[src/rtl/tag_transition_table.sv]
module tag_transition_table #(
  parameter int STATE_W = 4,
  parameter int EVENT_W = 3
) (
  input  logic               clk,
  input  logic               rst_n,
  input  logic               lk_valid,
  input  logic [STATE_W-1:0] lk_state,
  input  logic [EVENT_W-1:0] lk_event,
  input  logic               wr_req,
  input  logic [STATE_W-1:0] wr_state,
  input  logic [EVENT_W-1:0] wr_event,
  input  logic [STATE_W-1:0] wr_next,
  input  logic               wr_exc,
  output logic               wr_ack,
  output logic               res_valid,
  output logic [STATE_W-1:0] res_next_state,
  output logic               res_exc
);
  localparam int IW    = STATE_W + EVENT_W;
  localparam int DEPTH = 1 << IW;
  localparam int ENT_W = STATE_W + 1;

  logic [ENT_W-1:0] tbl [DEPTH];
  logic [ENT_W-1:0] res_q;
  logic             valid_q;
  logic [IW-1:0]    lk_idx, wr_idx;

  assign lk_idx = {lk_state, lk_event};
  assign wr_idx = {wr_state, wr_event};
  assign wr_ack = wr_req & ~lk_valid;

  always_ff @(posedge clk) begin
    if (!rst_n) begin
      for (int i = 0; i < DEPTH; i++)
        tbl[i] <= {STATE_W'(i >> EVENT_W), 1'b0};
    end else if (wr_ack) begin
      tbl[wr_idx] <= {wr_next, wr_exc};
    end
  end

  always_ff @(posedge clk) begin
    if (!rst_n) begin
      valid_q <= 1'b0;
      res_q   <= '0;
    end else begin
      valid_q <= lk_valid;
      res_q   <= lk_valid ? tbl[lk_idx] : '0;
    end
  end

  assign res_valid      = valid_q;
  assign res_next_state = res_q[ENT_W-1:1];
  assign res_exc        = res_q[0];

  a_r3_valid_follows: assert property (@(posedge clk) disable iff (!rst_n)
    lk_valid |=> res_valid);
  a_r3_no_spurious_valid: assert property (@(posedge clk) disable iff (!rst_n)
    !lk_valid |=> !res_valid);
  a_r7_quiet_when_idle: assert property (@(posedge clk) disable iff (!rst_n)
    !res_valid |-> (res_next_state == '0 && !res_exc));
  a_r6_no_ack_in_lookup: assert property (@(posedge clk) disable iff (!rst_n)
    lk_valid |-> !wr_ack);
  a_r5_write_lands: assert property (@(posedge clk) disable iff (!rst_n)
    wr_ack |=> tbl[$past(wr_idx)] == $past({wr_next, wr_exc}));
  a_r4_result_from_entry: assert property (@(posedge clk) disable iff (!rst_n)
    lk_valid |=> {res_next_state, res_exc} == $past(tbl[lk_idx]));
endmodule

[config.mk]
export PLATFORM = sky130hd
export DESIGN_NAME = tag_transition_table
export DESIGN_NICKNAME = d
export VERILOG_FILES = /design/src/rtl/tag_transition_table.sv
export SDC_FILE = /design/constraint.sdc
export NUM_CORES = 1
export LEC_CHECK = 0
export BUFFER_PORTS_ARGS = -buffer_cell sky130_fd_sc_hd__buf_2
export CORE_ASPECT_RATIO = 2
export CORE_MARGIN = 2
export CORE_UTILIZATION = 40
export DETAILED_ROUTE_END_ITERATION = 16
export PLACE_DENSITY = 0.6
export SYNTH_ARGS = -nofsm -noshare
export SYNTH_HDL_FRONTEND = slang
export SYNTH_SLANG_ARGS = --single-unit
[constraint.sdc]
create_clock -name clk -period 2.2 [get_ports clk]
set_input_delay 0.44 -clock clk [delete_from_list [all_inputs] [get_ports clk]]
set_output_delay 0.44 -clock clk [all_outputs]
set_load 0.05 [all_outputs]
# Word-level counts from Yosys, hierarchy flattened
# Memories as Yosys holds them, arrays and structs flattened. A register that Yosys moved wholly into a read port is not among the register bits.
# Cells that the tools add are included.
[totals]
memories = 1
regBits = 1
ram_bits = 640
out_inout_bits = 7
elab_cells = 14
input_bits = 23
[mem_list]
columns = ["name", "depth", "width", "read_ports", "rd_ports_with_merged_regs", "write_ports", "line_no", "text"]
rows = [
  ["tbl", 128, 5, 1, 1, 128, "24", "logic [ENT_W-1:0] tbl [DEPTH];"],
]
[op_classes]
n_mux = 7
reduce_logical = 3
n_bitwise = 2
[ops]
columns = ["operator", "count"]
rows = [
  ["2-to-1 mux 7 bit", 1],
  ["2-to-1 mux 1 bit", 5],
  ["2-to-1 mux 5 bit", 1],
  ["OR reduction 5 bit", 1],
  ["AND reduction 2 bit", 1],
  ["AND 1 bit", 1],
  ["zero test 1 bit", 1],
  ["inverter 1 bit", 1],
]

# Longest topological paths before layout
[depth]
word_depth = 7
mapped_depth = 10
depth_no_buf = 6

# Worst setup path before layout
# No wires, ideal clock.
[synth_path]
path_kind = "input port to flip-flop"
from = "in wr_req"
to = "mem tbl[56][0] (netlist name), enable pin"
arrival_time_ns = 2.582
path_buffers = 2
path_stages = 7
setup_slack_ns = -0.756
cell_sequence = "nor2b_1 > nand2_1 > clkbuf_1 > nor2_1 > nand3_1 > clkbuf_1 > o21ai_0"
[synth_lines]
columns = ["element", "line_no", "text"]
rows = [
  ["start, declared", "10", "input logic wr_req,"],
  ["end, declared", "24", ""],
]

==> metrics <==
antenna violations before repair=0; Netlist cell types=38; clk root buf=clkbuf_16; f_max=0.489 GHz; Final nets=2371; crit-path cells=mux4_2, mux2_2, a21oi_1, o21ai_0, nand4_1, nand3_1; via count=19843; GPL Wtd Cong=0.875; Clock transition at path regs=0.07 ns; mapped cell area=30800 sq um; DP Area=34100 sq um; status=complete, no violations; global-route wire length before repair=135 mm; Post-CTS Setup Bufs=0; Worst Setup Path Type=register to register; largest net degree at the start of global routing=129; Non-Filler Instances=3415; P_leak=13.3 nW; synth top area cells=edfxtp_1, mux4_2, and3_1; count of flip-flops with a built-in enable after synthesis=640; Cells after DPL=3316; Detail Placement HPWL=62.4 mm; GRT Total Usage=0.228; # H-tree levels=2; Synth Register Bits=646; row count=144; CTS max path bufs=3; r2r setup slk=0.15 ns; critical path endpoint category=register; sequential share of the synthesized area=0.627; port buffer count=29; synthesized netlist cell count=2258; Clock Sink Count=646; most numerous cell in the Yosys netlist=edfxtp_1; Crit path max-delay family=multiplexers; Max-Cap Viols=0; PD cells=734 nW/um^2; CP arrival=2.55 ns; Mapped Nets=2281; # DRC=0; hold buffers post-CTS=0; Die Area=79500 sq um; WP buf/inv=0; most instantiated cells after synthesis=edfxtp_1, and3_1, or3_1; CP max stage delay=0.48 ns; actual slew at the worst max-slew pin=1.28 ns; TritonCTS Buffers=52; io pins=30; Detail Route Antenna Nets=0; DRT iter0 DRCs=1918; Most used DFF post-synth=edfxtp_1; syn_area_per_cell=13.7 sq um; Detailed Route WL=90.8 mm; Overall Power=26.3 mW; die width=200 um; Final Skew=0.0151 ns; post-synth top area cell=edfxtp_1; final setup vio count=0; clock latency on the worst-skew pair=0.62 ns; maximum VDD drop=0.749 mV; Design Area, Final=35800 sq um; CP max FO=1; ratio of cells with drive above 1 in the final layout=0.243; CTS tree=yes; DIE HEIGHT=397 um; WL/cell=26.6 um; vias per inst=5.81; Initial Util=0.402; cts repair resizes=0; Congestion Overflow GR=0; fin crit share=0.930; hold_ws=0.153 ns; Slew Limit Headroom=0.143; Max Transition Viols Final=0; share of the synthesized area in the top cell type=0.623; Max stage delay cell, worst path=mux4_2; RSZ-0062 raised after global routing=false; Area Overhead vs Synth=16.0%; HP Class=input port to register; synth warn=0; CP required=2.70 ns; Startpoint Class=register; core area=76800 sq um; vias in the first global route=20842; FFs w/ async S/R, synth=0; DR pass1 iterations=5; Tmin final=2.05 ns; Hold Fails Final Rpt=0
-- per-layer routing --
metal	share of wire	up-vias	wire, um	GRT usage
met4	0.061	0	5500	0.132
met1	0.34	10086	31000	0.241
met2	0.55	665	50300	0.438
met3	0.043	213	3930	0.0216
met5	0	-	0	0
li1	-	8879	-	-
-- worst reg2reg max path, delay by kind of cell (launching register included) --
kind            cells  cell delay [ns]
compound gates      2             0.54
flops               1             0.37
mux                 2             0.78
simple gates        2             0.24
-- logic make-up after synthesis --
group                  count (synthesis)  synth area share
AO/OA/AOI/OAI                        239            0.0481
buffers and inverters                287            0.0408
flip-flops                           646             0.627
multiplexers                         265             0.127
AND/OR/NAND/NOR                      821             0.158
-- placed cells by master (no fill, tap or decap), types with 6 or more instances in the layout --
master	netlist	routed
edfxtp_1	640	640
and3_1	325	325
or3_1	258	258
buf_4	18	250
mux2i_1	135	135
mux4_2	93	93
and2_1	65	65
o21ai_0	135	55
nand2_1	53	53
clkbuf_16	0	53
buf_12	1	51
o21ai_1	0	50
a22oi_1	40	40
nor2_1	47	39
mux2_2	34	34
o21ai_2	0	29
nand3_1	23	22
buf_2	18	21
o211ai_1	16	16
clkbuf_1	237	14
nand4_1	11	11
nand2b_1	10	10
a22o_1	10	10
a221o_1	10	10
a211oi_1	10	10
clkinv_2	0	10
nor2_4	0	8
o221ai_1	8	8
nor2b_1	9	6
clkinv_1	0	6
dfxtp_1	6	6
-- area by class of cell --
| cell class | count | area, sq um |
|---|---|---|
| Fill cell | 6730 | 41000 |
| Sequential cell | 646 | 19300 |
| Multi-Input combinational cell | 1325 | 10500 |
| Timing Repair Buffer | 323 | 3020 |
| Clock buffer | 71 | 1430 |
| Tap cell | 1022 | 1280 |
| Clock inverter | 27 | 228 |
| Antenna cell | 1 | 2.50 |
-- sequential cells by signal, indices dropped and copies added, names as in the netlist --
signal / cells
res_q: 5
res_valid: 1
tbl: 640
-- where the power goes --
part	total (mW)	internal (mW)	switching, mW
Sequential	14.3	14.1	0.212
Combinational	2.56	1.04	1.52
Clock	9.39	4.95	4.44
Total	26.3	20.1	6.17
-- stage by stage --
stage,util,TNS [ns],setup slack [ns]
6_report,0.466,0,0.155
5_1_grt,0.466,0,0.134
4_1_cts,0.466,0,0.203
3_5_place_dp,0.445,-11.95,-0.437
3_3_place_gp,0.445,-10.01,-0.425
2_1_floorplan,-,-8.95,-0.130
-- final timing paths --
kind | startpoint | to | depth (start not counted)
worst max-delay path | tbl[31][0]$_SDFFCE_PN0P_ | res_q[0]$_SDFF_PN0_ | 6
worst min-delay path | wr_next[0] | tbl[75][1]$_SDFFCE_PN1P_ | 2
worst max register to register | tbl[31][0]$_SDFFCE_PN0P_ | res_q[0]$_SDFF_PN0_ | 6
worst min register to register | tbl[37][4]$_SDFFCE_PN0P_ | res_q[4]$_SDFF_PN0_ | 4
Note: power is estimated with default switching activity, not from simulation.
